### config.mk
export PLATFORM = sky130hd
export DESIGN_NAME = dotmatrix_scanner
export DESIGN_NICKNAME = d
export VERILOG_FILES = /design/src/rtl/dm_scan_pkg.sv /design/src/rtl/dm_scan_timer.sv /design/src/rtl/dm_disp_store.sv /design/src/rtl/dm_row_fetch.sv /design/src/rtl/dm_col_gate.sv /design/src/rtl/dotmatrix_scanner.sv
export SDC_FILE = /design/constraint.sdc
export NUM_CORES = 2
export LEC_CHECK = 0
export ABC_AREA = 1
export BUFFER_PORTS_ARGS = -buffer_cell sky130_fd_sc_hd__buf_2
export CORE_MARGIN = 2
export CORE_UTILIZATION = 34
export DETAILED_ROUTE_END_ITERATION = 6
export GPL_TIMING_DRIVEN = 1
export PLACE_DENSITY = 0.55
export SLEW_MARGIN = 20
export SYNTH_ARGS = -nofsm -noshare
export SYNTH_HDL_FRONTEND = slang
export SYNTH_HIERARCHICAL = 1
export SYNTH_SLANG_ARGS = --single-unit
export TNS_END_PERCENT = 10
### constraint.sdc
create_clock -name clk -period 18 [get_ports clk]
set_input_delay 5.4 -clock clk [delete_from_list [all_inputs] [get_ports clk]]
set_output_delay 5.4 -clock clk [all_outputs]
set_load 0.05 [all_outputs]
### src/rtl/dm_scan_pkg.sv
// Shared constants, write-target encoding and lookup functions for the
// dot-matrix scanner. Assumes a 5x7 glyph cell and 8-bit character codes.
package dm_scan_pkg;

    localparam int GLYPH_W = 5;
    localparam int GLYPH_H = 7;
    localparam int CODE_W  = 8;
    localparam int CTRL_W  = 4;

    typedef enum logic [1:0] {
        TGT_CHAR  = 2'd0,
        TGT_FLASH = 2'd1,
        TGT_CTRL  = 2'd2,
        TGT_UDC   = 2'd3
    } wr_tgt_e;

    // Behavioural glyph ROM: one row of a computed 5-wide glyph.
    function automatic logic [GLYPH_W-1:0] rom_row(input logic [6:0] code,
                                                   input logic [2:0] row);
        logic [GLYPH_W-1:0] r;
        if (code <= 7'h20) begin
            r = '0;
        end else if (code == 7'h7F) begin
            r = '1;
        end else begin
            r = code[4:0] ^ {2'b00, row};
        end
        return r;
    endfunction

    // Number of lit PWM slots for a brightness level, scaled from fifteenths.
    function automatic int unsigned duty_slots(input logic [2:0] lvl,
                                               input int unsigned active);
        int unsigned k;
        case (lvl)
            3'd0:    k = 15;
            3'd1:    k = 12;
            3'd2:    k = 8;
            3'd3:    k = 6;
            3'd4:    k = 4;
            3'd5:    k = 3;
            3'd6:    k = 2;
            default: k = 0;
        endcase
        return (active * k) / 15;
    endfunction

endpackage

### src/rtl/dm_scan_timer.sv
// Scan timing: PWM slot counter inside each step, step counter across the
// frame, and the flash square wave derived from whole frames.
// Assumes PWM_STEPS >= 2, N_STEPS >= 2, FLASH_FRAMES >= 1.
module dm_scan_timer #(
    parameter int PWM_STEPS    = 16,
    parameter int N_STEPS      = 14,
    parameter int FLASH_FRAMES = 60,
    parameter int PW           = $clog2(PWM_STEPS),
    parameter int SW           = $clog2(N_STEPS)
) (
    input  logic          clk,
    input  logic          rst_n,
    output logic [PW-1:0] pwm_cnt,
    output logic [SW-1:0] step_idx,
    output logic          flash_phase
);

    localparam int FW = $clog2(FLASH_FRAMES) + 1;

    logic          pwm_last;
    logic          step_last;
    logic          flash_due;
    logic [FW-1:0] frame_cnt;

    // Decode end of slot run, end of frame and flash interval.
    always_comb begin
        pwm_last  = (pwm_cnt == PW'(PWM_STEPS - 1));
        step_last = (step_idx == SW'(N_STEPS - 1));
        flash_due = (frame_cnt == FW'(FLASH_FRAMES - 1));
    end

    // PWM slot counter, wraps every step.
    always_ff @(posedge clk) begin
        if (!rst_n) begin
            pwm_cnt <= '0;
        end else if (pwm_last) begin
            pwm_cnt <= '0;
        end else begin
            pwm_cnt <= pwm_cnt + 1'b1;
        end
    end

    // Scan step counter, advances at the end of each slot run.
    always_ff @(posedge clk) begin
        if (!rst_n) begin
            step_idx <= '0;
        end else if (pwm_last) begin
            step_idx <= step_last ? '0 : step_idx + 1'b1;
        end
    end

    // Frame counter and flash phase toggle.
    always_ff @(posedge clk) begin
        if (!rst_n) begin
            frame_cnt   <= '0;
            flash_phase <= 1'b1;
        end else if (pwm_last && step_last) begin
            if (flash_due) begin
                frame_cnt   <= '0;
                flash_phase <= ~flash_phase;
            end else begin
                frame_cnt <= frame_cnt + 1'b1;
            end
        end
    end

endmodule

### src/rtl/dm_disp_store.sv
// Display contents: character codes, flash bits, control word and the
// user-defined row pattern store, all written through one strobe.
// Assumes N_DIGITS is a power of two and rows fit in a 3-bit field.
module dm_disp_store
    import dm_scan_pkg::*;
#(
    parameter int N_DIGITS = 8,
    parameter int N_UDC    = 16,
    parameter int UW       = $clog2(N_UDC),
    parameter int AW       = UW + 3
) (
    input  logic               clk,
    input  logic               rst_n,
    input  logic               wr_en,
    input  logic [1:0]         wr_tgt,
    input  logic [AW-1:0]      wr_addr,
    input  logic [CODE_W-1:0]  wr_data,
    output logic [CODE_W-1:0]  char_q  [N_DIGITS],
    output logic [N_DIGITS-1:0] flash_q,
    output logic [CTRL_W-1:0]  ctrl_q,
    output logic [GLYPH_W-1:0] udc_q   [N_UDC][GLYPH_H]
);

    localparam int DW = $clog2(N_DIGITS);

    logic we_char, we_flash, we_ctrl, we_udc;

    // Decode the write target.
    always_comb begin
        we_char  = wr_en && (wr_tgt == TGT_CHAR);
        we_flash = wr_en && (wr_tgt == TGT_FLASH);
        we_ctrl  = wr_en && (wr_tgt == TGT_CTRL);
        we_udc   = wr_en && (wr_tgt == TGT_UDC);
    end

    for (genvar d = 0; d < N_DIGITS; d++) begin : g_digit
        // Character code and flash bit of one digit.
        always_ff @(posedge clk) begin
            if (!rst_n) begin
                char_q[d]  <= 8'h20;
                flash_q[d] <= 1'b0;
            end else begin
                if (we_char && wr_addr[DW-1:0] == DW'(d)) char_q[d] <= wr_data;
                if (we_flash && wr_addr[DW-1:0] == DW'(d)) flash_q[d] <= wr_data[0];
            end
        end
    end

    // Control word: brightness level and global flash enable.
    always_ff @(posedge clk) begin
        if (!rst_n) begin
            ctrl_q <= '0;
        end else if (we_ctrl) begin
            ctrl_q <= wr_data[CTRL_W-1:0];
        end
    end

    for (genvar s = 0; s < N_UDC; s++) begin : g_slot
        for (genvar r = 0; r < GLYPH_H; r++) begin : g_row
            // One row of one user-defined pattern.
            always_ff @(posedge clk) begin
                if (!rst_n) begin
                    udc_q[s][r] <= '0;
                end else if (we_udc && wr_addr[AW-1:3] == UW'(s)
                             && wr_addr[2:0] == 3'(r)) begin
                    udc_q[s][r] <= wr_data[GLYPH_W-1:0];
                end
            end
        end
    end

endmodule

### src/rtl/dm_row_fetch.sv
// Per-lane row pattern fetch: picks the digit of the active group for each
// lane and looks up its row in the glyph ROM or the pattern store.
module dm_row_fetch
    import dm_scan_pkg::*;
#(
    parameter int LANES    = 4,
    parameter int N_DIGITS = 8,
    parameter int N_UDC    = 16,
    parameter int GW       = 1,
    parameter int UW       = $clog2(N_UDC)
) (
    input  logic [GW-1:0]       group_idx,
    input  logic [2:0]          row_idx,
    input  logic [CODE_W-1:0]   char_q   [N_DIGITS],
    input  logic [N_DIGITS-1:0] flash_q,
    input  logic [GLYPH_W-1:0]  udc_q    [N_UDC][GLYPH_H],
    output logic [GLYPH_W-1:0]  lane_pat [LANES],
    output logic [LANES-1:0]    lane_flash
);

    localparam int DW = $clog2(N_DIGITS);

    for (genvar l = 0; l < LANES; l++) begin : g_lane
        logic [DW-1:0]     dig;
        logic [CODE_W-1:0] code;

        // Select the digit for this lane and fetch its row pattern.
        always_comb begin
            dig  = DW'(int'(group_idx) * LANES + l);
            code = char_q[dig];
            if (code[CODE_W-1]) begin
                lane_pat[l] = udc_q[code[UW-1:0]][row_idx];
            end else begin
                lane_pat[l] = rom_row(code[6:0], row_idx);
            end
            lane_flash[l] = flash_q[dig];
        end
    end

endmodule

### src/rtl/dm_col_gate.sv
// Column gating: blanks the first PWM slot, applies the brightness duty
// window and the per-digit flash gate to every lane.
module dm_col_gate
    import dm_scan_pkg::*;
#(
    parameter int LANES     = 4,
    parameter int PWM_STEPS = 16,
    parameter int PW        = $clog2(PWM_STEPS)
) (
    input  logic [GLYPH_W-1:0]       lane_pat [LANES],
    input  logic [LANES-1:0]         lane_flash,
    input  logic [PW-1:0]            pwm_cnt,
    input  logic [CTRL_W-1:0]        ctrl_q,
    input  logic                     flash_phase,
    output logic [LANES*GLYPH_W-1:0] cols
);

    logic slot_on;

    // Duty window: slot 0 dark, then lit up to the level's slot count.
    always_comb begin
        slot_on = (pwm_cnt != '0) &&
                  (32'(pwm_cnt) <= duty_slots(ctrl_q[2:0], PWM_STEPS - 1));
    end

    for (genvar l = 0; l < LANES; l++) begin : g_lane
        logic flash_off;

        // Flash gate and duty window for one lane.
        always_comb begin
            flash_off = ctrl_q[3] && lane_flash[l] && !flash_phase;
            cols[l*GLYPH_W +: GLYPH_W] = (slot_on && !flash_off) ? lane_pat[l] : '0;
        end
    end

endmodule

### src/rtl/dotmatrix_scanner.sv
// Top of the dot-matrix scanner: stores display contents, steps through
// two groups of seven rows and drives twenty gated columns per step.
// Assumes N_DIGITS divisible by N_GROUPS and N_GROUPS >= 2.
module dotmatrix_scanner
    import dm_scan_pkg::*;
#(
    parameter int N_DIGITS     = 8,
    parameter int N_GROUPS     = 2,
    parameter int N_UDC        = 16,
    parameter int PWM_STEPS    = 16,
    parameter int FLASH_FRAMES = 60,
    localparam int LANES       = N_DIGITS / N_GROUPS,
    localparam int N_STEPS     = N_GROUPS * GLYPH_H,
    localparam int COLS        = LANES * GLYPH_W,
    localparam int UW          = $clog2(N_UDC),
    localparam int AW          = UW + 3
) (
    input  logic               clk,
    input  logic               rst_n,
    input  logic               wr_en,
    input  logic [1:0]         wr_tgt,
    input  logic [AW-1:0]      wr_addr,
    input  logic [CODE_W-1:0]  wr_data,
    output logic [N_STEPS-1:0] rows_o,
    output logic [COLS-1:0]    cols_o
);

    localparam int PW = $clog2(PWM_STEPS);
    localparam int SW = $clog2(N_STEPS);
    localparam int GW = $clog2(N_GROUPS);

    logic [PW-1:0]       pwm_cnt;
    logic [SW-1:0]       step_idx;
    logic                flash_phase;
    logic [GW-1:0]       group_idx;
    logic [2:0]          row_idx;
    logic [CODE_W-1:0]   char_q   [N_DIGITS];
    logic [N_DIGITS-1:0] flash_q;
    logic [CTRL_W-1:0]   ctrl_q;
    logic [GLYPH_W-1:0]  udc_q    [N_UDC][GLYPH_H];
    logic [GLYPH_W-1:0]  lane_pat [LANES];
    logic [LANES-1:0]    lane_flash;

    dm_scan_timer #(
        .PWM_STEPS   (PWM_STEPS),
        .N_STEPS     (N_STEPS),
        .FLASH_FRAMES(FLASH_FRAMES),
        .PW          (PW),
        .SW          (SW)
    ) u_timer (
        .clk        (clk),
        .rst_n      (rst_n),
        .pwm_cnt    (pwm_cnt),
        .step_idx   (step_idx),
        .flash_phase(flash_phase)
    );

    dm_disp_store #(
        .N_DIGITS(N_DIGITS),
        .N_UDC   (N_UDC),
        .UW      (UW),
        .AW      (AW)
    ) u_store (
        .clk    (clk),
        .rst_n  (rst_n),
        .wr_en  (wr_en),
        .wr_tgt (wr_tgt),
        .wr_addr(wr_addr),
        .wr_data(wr_data),
        .char_q (char_q),
        .flash_q(flash_q),
        .ctrl_q (ctrl_q),
        .udc_q  (udc_q)
    );

    // Split the step number into group and row, and drive the one-hot rows.
    always_comb begin
        group_idx = GW'(step_idx / SW'(GLYPH_H));
        row_idx   = 3'(step_idx % SW'(GLYPH_H));
        rows_o    = N_STEPS'(1) << step_idx;
    end

    dm_row_fetch #(
        .LANES   (LANES),
        .N_DIGITS(N_DIGITS),
        .N_UDC   (N_UDC),
        .GW      (GW),
        .UW      (UW)
    ) u_fetch (
        .group_idx (group_idx),
        .row_idx   (row_idx),
        .char_q    (char_q),
        .flash_q   (flash_q),
        .udc_q     (udc_q),
        .lane_pat  (lane_pat),
        .lane_flash(lane_flash)
    );

    dm_col_gate #(
        .LANES    (LANES),
        .PWM_STEPS(PWM_STEPS),
        .PW       (PW)
    ) u_gate (
        .lane_pat   (lane_pat),
        .lane_flash (lane_flash),
        .pwm_cnt    (pwm_cnt),
        .ctrl_q     (ctrl_q),
        .flash_phase(flash_phase),
        .cols       (cols_o)
    );

endmodule

==> impl_metrics.ini <==
[run_status]
status = completed

[synth]
synthTopCellsByCount = 3848 x nand2_1, 1460 x nor2_1, 1365 x nand3_1, 1201 x inv_1, 652 x dfxtp_1
synthXorXnorAreaFrac_pct = 0.131
synth_fa_ha_area_share_pct = 0.565
yosys_register_bits = 652
synthSimpleGateAreaFrac_pct = 53.0
netlist.area_leader.share_pct = 26.5
synthArstFlopShare_pct = 0
yosys_warnings = 6
synth_top_family_by_area = simple AND/OR/NAND/NOR gates
synth_cells = 10300
synth_edf_count = 0
ys_seq_area_share_pct = 24.0
synthTopCellsByArea = nand2_1 27%, dfxtp_1 24%, nand3_1 13%, nor2_1 10%, inv_1 8.3%
synth_most_common_cell = nand2_1
ys.flop_type = dfxtp_1
synthDistinctLibCells = 50
syn_area_um2 = 54400
syn_nets = 10400
synthMuxAreaShare_pct = 0.110
avgSynthCellArea_um2 = 5.27
synth_top_area_cell = nand2_1
synth_compound_area_share_pct = 8.22

[route]
drt_first_pass_iters = 7
wl_per_cell_um = 22.7
detail_route.iter0.violations = 9243
ant_nets = 0
via_per_inst = 5.57
drcViolationCount = 0
postRouteWirelength_mm = 273
vias = 67100

[global_route]
grt_pass1_vias = 60200
grt-ovfl-total = 0
grt_start_max_net_pins = 189
grt_usage_pct = 32.3
grt_pass1_wl_mm = 398
antenna_found_initial = 4

[clock_tree]
clock_path_buffers = 3
cts_root_buffer = clkbuf_16
htreeDepth = 3
cts_buffers = 80
clk_pin_slew_worst_paths_ns = 0.06
tritoncts = yes
hold_buffers = 0
clock-sinks = 652
insertion_delay_ns = 0.71
postCtsSetupRepairBufs = 0
cts_resized = 0

[cells_and_area]
nets = 9951
drive_gt1_share_pct = 5.23
nFillCells = 17700
regArea_um2 = 13100
multi_input_area_um2 = 34200
area_growth_pct = 7.41

[min_path]
hold_path_depth = 2
hp-class = reg2reg
holdPathEnd = u_store/char_q[53]$_SDFFE_PN1P_
hp-start = u_store/char_q[53]$_SDFFE_PN1P_

[worst_setup_path]
critPathMaxStageDelay_ns = 0.86
regToRegEndpoint = u_timer/frame_cnt[0]$_SDFFE_PN0P_
cp-start-kind = flop
worstPathArrival_ns = 8.08
crit_path_end_kind = primary output
cp.required_ns = 12.60
ff2ff_path_depth = 7
path_common_cell = nand2_1
crit_slowest_cell = nand2_2
crit_fanout = 127
path_cells = ha_1 -> ha_1 -> inv_1 -> o21ai_0 -> ha_1 -> nand3_4 -> nand2_4 -> inv_2 -> nand2_2 -> nand2_8 -> buf_4 -> o211ai_1 -> nand2_1 -> nand2_1 -> nand2_1 -> o21ai_0 -> nand3_1 -> nand2_1 -> nand2_1 -> inv_1 -> nor2_1 -> buf_2
timing.rr.start = u_timer/step_idx[2]$_SDFFE_PN0N_
worstSetupPathType = reg2out
rrSetupSlack_ns = 16.47

[power_and_ir_drop]
leakagePower_uw = 0.0289
totalPowerFinal_uw = 3650
power_density_nw_per_um2 = 62.4
ir_drop_mv = 0.0736

[die]
rows = 146
die_h_um = 404
initial_core_util_pct = 34.3
die_area_um2 = 163000
fp.coreArea_um2 = 159000
ioPinCount = 54
die_w_um = 404

[timing]
finalWorstSetupSlack_ns = 4.52
setup_tns_ns = 0
rsz0062_at_grt = false
slew_headroom_pct = 18.8
worst_slew_pin_slew_ns = 1.22
report.final.slew_viol_count = 0
min_period_ns = 13.48
hold_viol_final = 0
skew_ns = 0.0161
hold_slack_ns = 0.458
max_clock_freq_mhz = 74.2
min_period_over_period_pct = 74.9
finalSetupViolations = 0

[placed_design]
dp_hpwl_mm = 167
gp_congestion = 0.996
dp_slack_ns = 5.76
io_buffer_count = 53

[job]
maxCapViolations = 0
## report_power, final
group	internal (uW)	leakage (uW)	total, uW	switching [uW]
clock	1020	0.00133	1760	735
combinational	111	0.0223	439	328
sequential	1450	0.00525	1450	4.46
total	2580	0.0289	3650	1070
## cell type report
class	count	share of cell area, %
timing repair buffer	170	2.23
clock inverter	30	0.710
antenna	4	0.0171
inverter	1230	7.92
tap	2072	4.43
multi-input combinational	7773	58.4
clock buffer	113	3.95
sequential	652	22.3
## cell families (layout without fill, tap and decap cells)
family,Yosys count,in the layout
DFF,652,652
xor gates and xnor gates,6,6
buffers and inverters,1897,1543
AOI/OAI and AO/OA,793,793
other,0,4
muxes,6,6
adders and majority gates,24,24
and+or+nand+nor,6944,6944
## through the flow
stage	instance area, um2	std cells	util, %
after floorplan	54400	10300	-
after global placement	55700	11900	35.1
after detailed placement	55700	11900	35.1
after CTS	58500	12000	36.8
after global routing	58500	12000	36.8
final	58500	12000	36.8
## state kept, by name, indices dropped and copies added (netlist names)
name                 count
u_store/udc_q          560
u_store/char_q          64
u_store/flash_q          8
u_timer/frame_cnt        7
u_store/ctrl_q           4
u_timer/pwm_cnt          4
u_timer/step_idx         4
u_timer/flash_phase      1
## placed cells by master, fill, tap and decap left out, types with 40 or more instances in the layout
cell and instances:
nor2_1 1441, nand3_2 66, buf_4 111, o211ai_1 159, nand3_1 1365, a21oi_1 307, inv_1 1200, buf_2 47
nor2_4 40, o21ai_0 287, nand2_1 3840, dfxtp_1 652, nand4_1 89, clkbuf_16 81
## routing by layer
layer | global-route usage, % | vias up | part of all wire, %
met2 | 46.2 | 4402 | 40
met4 | 21.8 | 4 | 7.8
met1 | 42.5 | 30600 | 40
met5 | 0 | - | 0.0084
met3 | 7.99 | 962 | 12
li1 | - | 31100 | -
## worst max path at each step
stage | startpoint | to | slack (ns) | cells past startpoint
2_1_floorplan | u_store/ctrl_q[0]$_SDFFE_PN0P_ | cols_o[0] | 7.67 | 35
3_3_place_gp | u_timer/step_idx[2]$_SDFFE_PN0N_ | cols_o[16] | 5.93 | 24
3_5_place_dp | u_timer/step_idx[2]$_SDFFE_PN0N_ | cols_o[16] | 5.76 | 22
4_1_cts | u_timer/step_idx[2]$_SDFFE_PN0N_ | cols_o[16] | 5.00 | 22
5_1_grt | u_timer/step_idx[2]$_SDFFE_PN0N_ | cols_o[16] | 4.49 | 24
6_report | u_timer/step_idx[2]$_SDFFE_PN0N_ | cols_o[16] | 4.52 | 22
## critical path: cells and delay by family, from the launching register on
kind                     cells  cell delay, ns
buffers and inverters        5            1.24
AO/OA/AOI/OAI                3            1.36
flip-flops                   1            0.67
AND/OR/NAND/NOR             11            3.10
adder cells (fa/ha/maj)      3            0.70
Note: power is estimated with default switching activity, not from simulation.
